## src/rtl/pio_pkg.sv

```systemverilog
`timescale 1ns/1ps
package pio_pkg;
    localparam int ADDR_W = 2;

    localparam logic [ADDR_W-1:0] OFS_RXD  = 2'd0;
    localparam logic [ADDR_W-1:0] OFS_TXD  = 2'd1;
    localparam logic [ADDR_W-1:0] OFS_STAT = 2'd2;
    localparam logic [ADDR_W-1:0] OFS_CMD  = 2'd3;

    localparam int CMD_WR_BIT = 0;
    localparam int CMD_RD_BIT = 1;
    localparam int CMD_GO_BIT = 2;
    localparam int CMD_IE_BIT = 3;
    localparam int CMD_BITS   = 4;

    typedef enum logic [1:0] {
        SQ_IDLE   = 2'd0,
        SQ_DECODE = 2'd1,
        SQ_XFER   = 2'd2,
        SQ_FINISH = 2'd3
    } seq_state_e;

    typedef struct packed {
        seq_state_e st;
        logic       busy;
        logic       err;
        logic       irq;
    } seq_regs_t;
endpackage

```

## src/rtl/pio_seq.sv

```systemverilog
`timescale 1ns/1ps
module pio_seq
    import pio_pkg::*;
(
    input  logic clk,
    input  logic rst_n,
    input  logic go_i,
    input  logic wr_i,
    input  logic rd_i,
    input  logic ie_i,
    input  logic tx_ready_i,
    input  logic rx_valid_i,
    input  logic fault_i,
    output logic busy_o,
    output logic err_o,
    output logic irq_o,
    output logic tx_valid_o,
    output logic rx_ready_o,
    output logic done_o,
    output logic capture_o
);
    seq_regs_t q, d;
    logic      legal_cmd;
    logic      in_xfer;

    always_comb begin
        d         = q;
        d.irq     = 1'b0;
        done_o    = 1'b0;
        capture_o = 1'b0;
        legal_cmd = wr_i ^ rd_i;
        in_xfer   = (q.st == SQ_XFER);
        tx_valid_o = in_xfer && wr_i;
        rx_ready_o = in_xfer && rd_i;
        case (q.st)
            SQ_IDLE: begin
                if (go_i) begin
                    d.busy = 1'b1;
                    d.st   = SQ_DECODE;
                end
            end
            SQ_DECODE: begin
                if (legal_cmd) begin
                    d.st = SQ_XFER;
                end else begin
                    d.err  = 1'b1;
                    done_o = 1'b1;
                    d.st   = SQ_FINISH;
                end
            end
            SQ_XFER: begin
                if (fault_i) begin
                    d.err  = 1'b1;
                    done_o = 1'b1;
                    d.st   = SQ_FINISH;
                end else if ((tx_valid_o && tx_ready_i) ||
                             (rx_ready_o && rx_valid_i)) begin
                    d.err     = 1'b0;
                    done_o    = 1'b1;
                    capture_o = rx_ready_o;
                    d.st      = SQ_FINISH;
                end
            end
            SQ_FINISH: begin
                d.busy = 1'b0;
                d.irq  = ie_i;
                d.st   = SQ_IDLE;
            end
            default: d.st = SQ_IDLE;
        endcase
    end

    always_ff @(posedge clk or negedge rst_n) begin
        if (!rst_n) begin
            q <= '{st: SQ_IDLE, busy: 1'b0, err: 1'b0, irq: 1'b0};
        end else begin
            q <= d;
        end
    end

    assign busy_o = q.busy;
    assign err_o  = q.err;
    assign irq_o  = q.irq;


    tx_only_busy_chk: assert property (@(posedge clk) disable iff (!rst_n)
        (tx_valid_o || rx_ready_o) |-> busy_o);

    tx_hold_chk: assert property (@(posedge clk) disable iff (!rst_n)
        (tx_valid_o && !tx_ready_i && !fault_i) |=> tx_valid_o);

    one_dir_chk: assert property (@(posedge clk) disable iff (!rst_n)
        !(tx_valid_o && rx_ready_o));

    irq_after_busy_chk: assert property (@(posedge clk) disable iff (!rst_n)
        irq_o |-> (!busy_o && $past(busy_o)));

    fault_err_chk: assert property (@(posedge clk) disable iff (!rst_n)
        (in_xfer && fault_i) |=> (err_o && busy_o && !in_xfer));
endmodule

```

## src/rtl/pio_regs.sv

```systemverilog
`timescale 1ns/1ps
module pio_regs
    import pio_pkg::*;
#(
    parameter int DATA_W = 8
) (
    input  logic              clk,
    input  logic              rst_n,
    input  logic [ADDR_W-1:0] hb_addr_i,
    input  logic              hb_wr_i,
    input  logic [DATA_W-1:0] hb_wdata_i,
    output logic [DATA_W-1:0] hb_rdata_o,
    input  logic              busy_i,
    input  logic              err_i,
    input  logic              done_i,
    input  logic              capture_i,
    input  logic [DATA_W-1:0] rx_data_i,
    output logic [DATA_W-1:0] txd_o,
    output logic              wr_o,
    output logic              rd_o,
    output logic              go_o,
    output logic              ie_o
);
    localparam int PAD_STAT = DATA_W - 2;
    localparam int PAD_CMD  = DATA_W - CMD_BITS;

    typedef struct packed {
        logic [DATA_W-1:0] rxd;
        logic [DATA_W-1:0] txd;
        logic              wr;
        logic              rd;
        logic              go;
        logic              ie;
    } port_regs_t;

    port_regs_t q, d;
    logic       host_wen;

    always_comb begin
        d        = q;
        host_wen = hb_wr_i && !busy_i && !q.go;
        if (host_wen) begin
            if (hb_addr_i == OFS_TXD) begin
                d.txd = hb_wdata_i;
            end
            if (hb_addr_i == OFS_CMD) begin
                d.wr = hb_wdata_i[CMD_WR_BIT];
                d.rd = hb_wdata_i[CMD_RD_BIT];
                d.go = hb_wdata_i[CMD_GO_BIT];
                d.ie = hb_wdata_i[CMD_IE_BIT];
            end
        end
        if (done_i) begin
            d.go = 1'b0;
        end
        if (capture_i) begin
            d.rxd = rx_data_i;
        end
    end

    always_ff @(posedge clk or negedge rst_n) begin
        if (!rst_n) begin
            q <= '0;
        end else begin
            q <= d;
        end
    end

    always_comb begin
        case (hb_addr_i)
            OFS_RXD:  hb_rdata_o = q.rxd;
            OFS_TXD:  hb_rdata_o = q.txd;
            OFS_STAT: hb_rdata_o = {{PAD_STAT{1'b0}}, err_i, busy_i};
            default:  hb_rdata_o = {{PAD_CMD{1'b0}}, q.ie, q.go, q.rd, q.wr};
        endcase
    end

    assign txd_o = q.txd;
    assign wr_o  = q.wr;
    assign rd_o  = q.rd;
    assign go_o  = q.go;
    assign ie_o  = q.ie;


    txd_locked_chk: assert property (@(posedge clk) disable iff (!rst_n)
        (busy_i && hb_wr_i && hb_addr_i == OFS_TXD) |=> $stable(q.txd));

    cmd_locked_chk: assert property (@(posedge clk) disable iff (!rst_n)
        (busy_i && hb_wr_i && hb_addr_i == OFS_CMD) |=> ($stable(q.wr) && $stable(q.rd) && $stable(q.ie)));

    rxd_only_capture_chk: assert property (@(posedge clk) disable iff (!rst_n)
        !capture_i |=> $stable(q.rxd));
endmodule

```

## src/rtl/pio_port_ctrl.sv

```systemverilog
`timescale 1ns/1ps
module pio_port_ctrl
    import pio_pkg::*;
#(
    parameter int DATA_W = 8
) (
    input  logic              clk,
    input  logic              rst_n,
    input  logic [1:0]        hb_addr,
    input  logic              hb_wr,
    input  logic [DATA_W-1:0] hb_wdata,
    output logic [DATA_W-1:0] hb_rdata,
    output logic              tx_valid,
    output logic [DATA_W-1:0] tx_data,
    input  logic              tx_ready,
    input  logic              rx_valid,
    input  logic [DATA_W-1:0] rx_data,
    output logic              rx_ready,
    input  logic              dev_fault,
    output logic              irq
);
    logic busy_w, err_w, done_w, capture_w;
    logic wr_w, rd_w, go_w, ie_w;

    pio_regs #(.DATA_W(DATA_W)) u_regs (
        .clk        (clk),
        .rst_n      (rst_n),
        .hb_addr_i  (hb_addr),
        .hb_wr_i    (hb_wr),
        .hb_wdata_i (hb_wdata),
        .hb_rdata_o (hb_rdata),
        .busy_i     (busy_w),
        .err_i      (err_w),
        .done_i     (done_w),
        .capture_i  (capture_w),
        .rx_data_i  (rx_data),
        .txd_o      (tx_data),
        .wr_o       (wr_w),
        .rd_o       (rd_w),
        .go_o       (go_w),
        .ie_o       (ie_w)
    );

    pio_seq u_seq (
        .clk        (clk),
        .rst_n      (rst_n),
        .go_i       (go_w),
        .wr_i       (wr_w),
        .rd_i       (rd_w),
        .ie_i       (ie_w),
        .tx_ready_i (tx_ready),
        .rx_valid_i (rx_valid),
        .fault_i    (dev_fault),
        .busy_o     (busy_w),
        .err_o      (err_w),
        .irq_o      (irq),
        .tx_valid_o (tx_valid),
        .rx_ready_o (rx_ready),
        .done_o     (done_w),
        .capture_o  (capture_w)
    );


    go_before_busy_chk: assert property (@(posedge clk) disable iff (!rst_n)
        $fell(busy_w) |-> !go_w);

    busy_on_go_chk: assert property (@(posedge clk) disable iff (!rst_n)
        (go_w && !busy_w) |=> busy_w);

    tx_data_hold_chk: assert property (@(posedge clk) disable iff (!rst_n)
        (tx_valid && !tx_ready && !dev_fault) |=> $stable(tx_data));
endmodule

```

## config.mk

```make
export PLATFORM = sky130hd
export DESIGN_NAME = pio_port_ctrl
export DESIGN_NICKNAME = d
export VERILOG_FILES = /design/src/rtl/pio_pkg.sv /design/src/rtl/pio_seq.sv /design/src/rtl/pio_regs.sv /design/src/rtl/pio_port_ctrl.sv
export SDC_FILE = /design/constraint.sdc
export NUM_CORES = 1
export LEC_CHECK = 0
export ABC_AREA = 1
export BUFFER_PORTS_ARGS = -buffer_cell sky130_fd_sc_hd__buf_2
export CORE_ASPECT_RATIO = 0.8
export CORE_MARGIN = 4
export CORE_UTILIZATION = 50
export CTS_CLUSTER_DIAMETER = 200
export DETAILED_ROUTE_END_ITERATION = 12
export PLACE_DENSITY_LB_ADDON = 0.05
export SLEW_MARGIN = 20
export SYNTH_ARGS = -nofsm -noshare
export SYNTH_HDL_FRONTEND = slang
export SYNTH_SLANG_ARGS = --single-unit
```

## constraint.sdc

```tcl
create_clock -name clk -period 4.1 [get_ports clk]
set_input_delay 0.205 -clock clk [delete_from_list [all_inputs] [get_ports clk]]
set_output_delay 0.205 -clock clk [all_outputs]
set_load 0.03 [all_outputs]
```

==> Word-level counts from Yosys, hierarchy flattened <==
Index checks and enable logic that the tools add are counted.
{ "totals": {"ff_bits": 25, "out_inout_bits": 19, "elab_cells": 63} }
{ "op_classes": {"n_eq_ne": 9, "muxes": 22, "bitwise_logic": 1, "reduce_logical": 21} }
{ "ops": {"columns": ["op", "count"], "rows": [
  ["$pmux 8 s3", 1],
  ["$mux 1", 12],
  ["$reduce_and 2->1", 5],
  ["$eq 2x2->1 const B", 4],
  ["$mux 2", 4],
  ["$pmux 2 s4", 1],
  ["$reduce_bool 2->1", 4],
  ["$logic_and 1x1->1", 6],
  ["$pmux 1 s2", 3],
  ["$eq 2x1->1 const B", 2],
  ["$logic_not 2->1", 2],
  ["$ne 2x2->1 const B", 2],
  ["$mux 3", 1],
  ["$ne 3x3->1 const B", 1],
  ["$reduce_and 3->1", 1],
  ["$logic_not 1->1", 2],
  ["$logic_or 1x1->1", 1],
  ["$xor 1x1->1", 1]
]} }

==> Logic depth before layout (Yosys ltp) <==
{ "logic_depth": {"word_depth": 9, "ltp_mapped": 8, "ltp_nobuf": 7} }

==> By module <==
From an unflattened synthesis, not the netlist that was laid out.
{ "unflattened": {"cells_unflattened": 182, "area_unflattened_um2": 1492.7} }
{ "modules_own_cells": {"columns": ["module", "instances", "cells_per_inst", "area_each_um2", "seq_area_each_um2"], "rows": [
  ["pio_regs", 1, 126, 1096.1, 500.5],
  ["pio_seq", 1, 56, 396.6, 125.1]
]} }

==> Worst setup path after synthesis <==
No wires, ideal clock.
{ "synth_timing": {"kind": "flip-flop to flip-flop", "start": "register u_seq.q[3] (netlist bit)", "end": "register u_regs.q[17] (netlist bit)", "setup_time_ns": 0.117, "arrival_time_ns": 1.304, "required_ns": 3.983, "slack_ns": 2.679, "stages_incl_launch_ff": 9, "path_cell_list": "dfrtp_1 -> inv_1 -> ha_1 -> nand2_1 -> inv_2 -> nand3_4 -> buf_6 -> nand2_2 -> o21ai_2"} }
{ "synth_between": {"elab_chain_cells": 7, "elab_cells_between_ends": 9} }
{ "synth_rtl": {"columns": ["element", "line", "rtl"], "rows": [
  ["start, declared", "pio_seq.sv:22", "seq_regs_t q, d;"],
  ["start signal, assigned", "pio_seq.sv:75", "q <= '{st: SQ_IDLE, busy: 1'b0, err: 1'b0, irq: 1'b0};"],
  ["$eq 2x2->1 (*)", "pio_seq.sv:32", "in_xfer = (q.st == SQ_XFER);"],
  ["$logic_and 1x1->1 (*)", "pio_seq.sv:34", "rx_ready_o = in_xfer && rd_i;"],
  ["named net rx_ready", "pio_port_ctrl.sv:18", "output logic rx_ready,"],
  ["$logic_and 1x1->1", "pio_seq.sv:57", "(rx_ready_o && rx_valid_i)) begin"],
  ["$logic_or 1x1->1", "pio_seq.sv:56", "end else if ((tx_valid_o && tx_ready_i) ||"],
  ["$mux 1 (*)", "pio_seq.sv:56", null],
  ["$mux 1 (*)", "pio_seq.sv:52", "if (fault_i) begin"],
  ["$mux 1 (*)", "pio_seq.sv:35", "case (q.st)"],
  ["end signal, assigned", "pio_regs.sv:63", "q <= '0;"],
  ["end signal, assigned", "pio_regs.sv:65", "q <= d;"],
  ["end, declared", "pio_regs.sv:36", "port_regs_t q, d;"]
]} }
The timed path passes the listed nets; every way through them passes the cells marked *.
A chain may end at the register's enable or synchronous reset.

==> Worst setup path in the final report <==
{ "layout_timing": {"start": "register u_seq.q[3] (netlist bit)", "end": "output rx_ready"} }
{ "layout_between": {"elab_chain_cells": 2} }
{ "layout_rtl": {"columns": ["element", "line"], "rows": [
  ["$eq 2x2->1", "pio_seq.sv:32"],
  ["$logic_and 1x1->1", "pio_seq.sv:34"],
  ["end, declared", "pio_port_ctrl.sv:18"]
]} }
No other way between the ends.

==> impl_metrics.csv <==
group,metric,value,unit
run_status,outcome,"finished, final reports clean",
global_route,grt-ovfl-total,0,
clocking,cts-root-buf,"clkbuf_4",
power,ir_drop,281,uV
power,p_sw_frac,0.479,
sta,fin_crit_sh,0.418,
final_layout,drive_above_1_share,0.300,
sta,finalHoldViolCount,0,
yosys,syn_nets,199,
power,power_density,687,nW/um^2
clocking,ctsResizeCount,0,
sta,min_period,1.72,ns
clocking,clk_pin_slew,0.15,ns
final_layout,synthToLayoutAreaGrowth,15.5,%
worst_setup_path,crit_end,"rx_ready",
sta,worstMarginPinSlew,0.559,ns
worst_setup_path,cp.arrival,1.51,ns
final_layout,diodes,0,
power,power.switching,0.526,mW
sta,slew_headroom,0.626,
drt,route.detailed.drc,0,
yosys,synth_seq_cells,25,
placed_design,dp.cells,238,
worst_setup_path,crit_buf_inv,3,
final_layout,final_cell_mix,"52 x nand2_1, 42 x buf_2, 25 x inv_1, 25 x dfrtp_1, 12 x nand3_1",
power,leakage,0.928,nW
global_route,track_usage,0.184,
sta,fmax,583,MHz
sta,fin_setup_tns,0,ns
drt,wl,2960,microns
floorplan,rows,16,
placed_design,port_buffers,42,
yosys,yosysSeqAreaShare,0.452,
clocking,cts_buffers,3,
worst_setup_path,r2r-end,"u_regs.q[12]",
power,p_clk_frac,0.104,
worst_setup_path,cp_slowest_cell,"dfrtp_1",
worst_setup_path,rr_worst_depth,7,
hold_path,hold_path.class,"in -> reg",
final_layout,fin_area,1600,sq um
floorplan,die_w,66.8,microns
yosys,synthDistinctLibCells,22,
yosys,synth_warnings,0,
drt,first_pass_iters,4,
floorplan,die_area,3680,sq um
floorplan,fp.coreArea,2540,sq um
clocking,clk_path_buf_depth,2,
global_route,grt_pass1_wl,4930,microns
worst_setup_path,crit_type,"reg -> out",
placed_design,routabilityCongestion,0.718,
global_route,grt_max_degree,26,
floorplan,die_y,55.0,microns
drt,vias_per_cell,4.83,
worst_setup_path,start_kind,"flop",
drt,ant_nets,0,
final_layout,layoutNonFillerInstCount,243,
global_route,antenna_found_initial,0,
clocking,clkLatencyLatePin,0.33,ns
clocking,clkSinkCount,25,
power,pwr-share-seq,0.402,
power,p_total,1.10,mW
yosys,syn_area_per_cell,8.09,sq um
final_layout,filler_cell_count,249,
yosys,syn-cell-area,1380,sq um
worst_setup_path,r2r_slack,2.49,ns
power,internal_power,0.572,mW
clocking,postCtsSetupBuffers,0,
final_layout,register_area,626,sq um
worst_setup_path,crit_start,"u_seq.q[3]",
placed_design,place_hpwl,2370,microns
drt,vias,1173,
drt,initialDrtViolationCount,52,
clocking,postCtsHoldBufs,1,
final_layout,nNetsFinal,236,
worst_setup_path,timing.rr.start,"u_seq.q[3]",
worst_setup_path,cp_top_family,"flip-flops",
power,p_comb_frac,0.494,
sta,rsz0062_at_grt,"false",
final_layout,multi_input_area,574,sq um
worst_setup_path,cp.depth,5,
worst_setup_path,slowest_delay,0.43,ns
clocking,cts_tree,"built",
drt,routedWlPerCell,12.2,microns
job,drv_cap,0,
global_route,grt_pass1_vias,1060,
worst_setup_path,path_cells,"inv_1 > ha_1 > nand2_1 > inv_2 > buf_2",
sta,slew_viol_final,0,
final_layout,layout_commonest_cell,"nand2_1",
floorplan,num_io_pins,43,
worst_setup_path,cp_max_fo,6,
clocking,htree_levels,1,
yosys,syn_inst,171,
sta,worst_clock_skew,0.0112,ns
final_layout,fin_util,0.628,
placed_design,dpl_cell_area,1560,sq um
sta,finalSetupViolations,0,
worst_setup_path,endpoint_kind,"primary output",
floorplan,start_util,0.544,
worst_setup_path,cp.required,3.89,ns
-- cells by family after synthesis --
kind of cell             after synthesis  share of synthesized area
buffers and inverters                 38                      0.132
adder cells (fa/ha/maj)                4                     0.0362
AO/OA/AOI/OAI                         28                      0.139
AND/OR/NAND/NOR                       76                      0.240
flip-flops                            25                      0.452
-- worst min-delay path by stage --
stage | cells after the start | end | slack, ns | startpoint
global placement | 1 | u_seq.irq_o | 0.23 | rst_n
floorplan | 0 | u_regs.go_o | -0.09 | rst_n
global route | 3 | u_regs.txd_o[6] | 0.08 | hb_wdata[6]
detailed placement | 1 | u_seq.irq_o | 0.23 | rst_n
CTS | 3 | u_regs.txd_o[6] | 0.08 | hb_wdata[6]
finish | 3 | u_regs.txd_o[6] | 0.09 | hb_wdata[6]
-- metal layers --
metal,global-route usage,vias up,wire [microns],share of wire
met3,0.0545,0,212,0.072
li1,-,606,-,-
met5,0,-,0,0
met2,0.306,30,1370,0.46
met4,0.0203,0,0,0
met1,0.249,537,1380,0.47
-- synthesized netlist by cell type (all sizes together) --
library cell	n	area (sq um)
nand2	55	214
inv	27	101
dfrtp	25	626
o21ai	19	125
nand3	13	77.6
buf	11	81.3
nor2	8	40.0
a22o	4	35.0
ha	4	50.1
a21oi	2	10.0
a31oi	1	6.26
o2111ai	1	8.76
o211ai	1	7.51
-- registers in the layout, indices dropped and copies added (netlist names) --
name,cells
u_regs.go_o,1
u_regs.ie_o,1
u_regs.q,8
u_regs.rd_o,1
u_regs.txd_o,8
u_regs.wr_o,1
u_seq.busy_o,1
u_seq.err_o,1
u_seq.irq_o,1
u_seq.q,2
-- through the flow --
stage | worst slack, ns | hold WS [ns]
after floorplan | 2.68 | -0.0906
after global placement | 2.52 | 0.225
after detailed placement | 2.49 | 0.229
after CTS | 2.36 | 0.0825
after global routing | 2.25 | 0.0756
final | 2.38 | 0.0930
-- power by group through the flow --
stage                     Sequential, mW  Clock (mW)  Combinational, mW
after detailed placement           0.445           0              0.546
after CTS                          0.440       0.119              0.548
after global placement             0.442           0              0.531
final                              0.442       0.114              0.542
after global routing               0.456       0.130              0.612
after floorplan                    0.428           0              0.460
-- worst register-to-register path, delay by kind of cell, from the launching register on --
kind            cells  cell delay, ns
compound gates      1            0.06
fa+ha+maj           1            0.27
buf+inv             1            0.11
flops               1            0.43
simple gates        4            0.64
-- cell type report --
type                       count  share of cell area
sequential                    25               0.392
multi-input combinational    108               0.360
timing repair buffer          43               0.138
inverter                      27              0.0635
tap                           36              0.0282
clock buffer                   3              0.0141
clock inverter                 1             0.00470
Note: power is estimated with default switching activity, not from simulation.
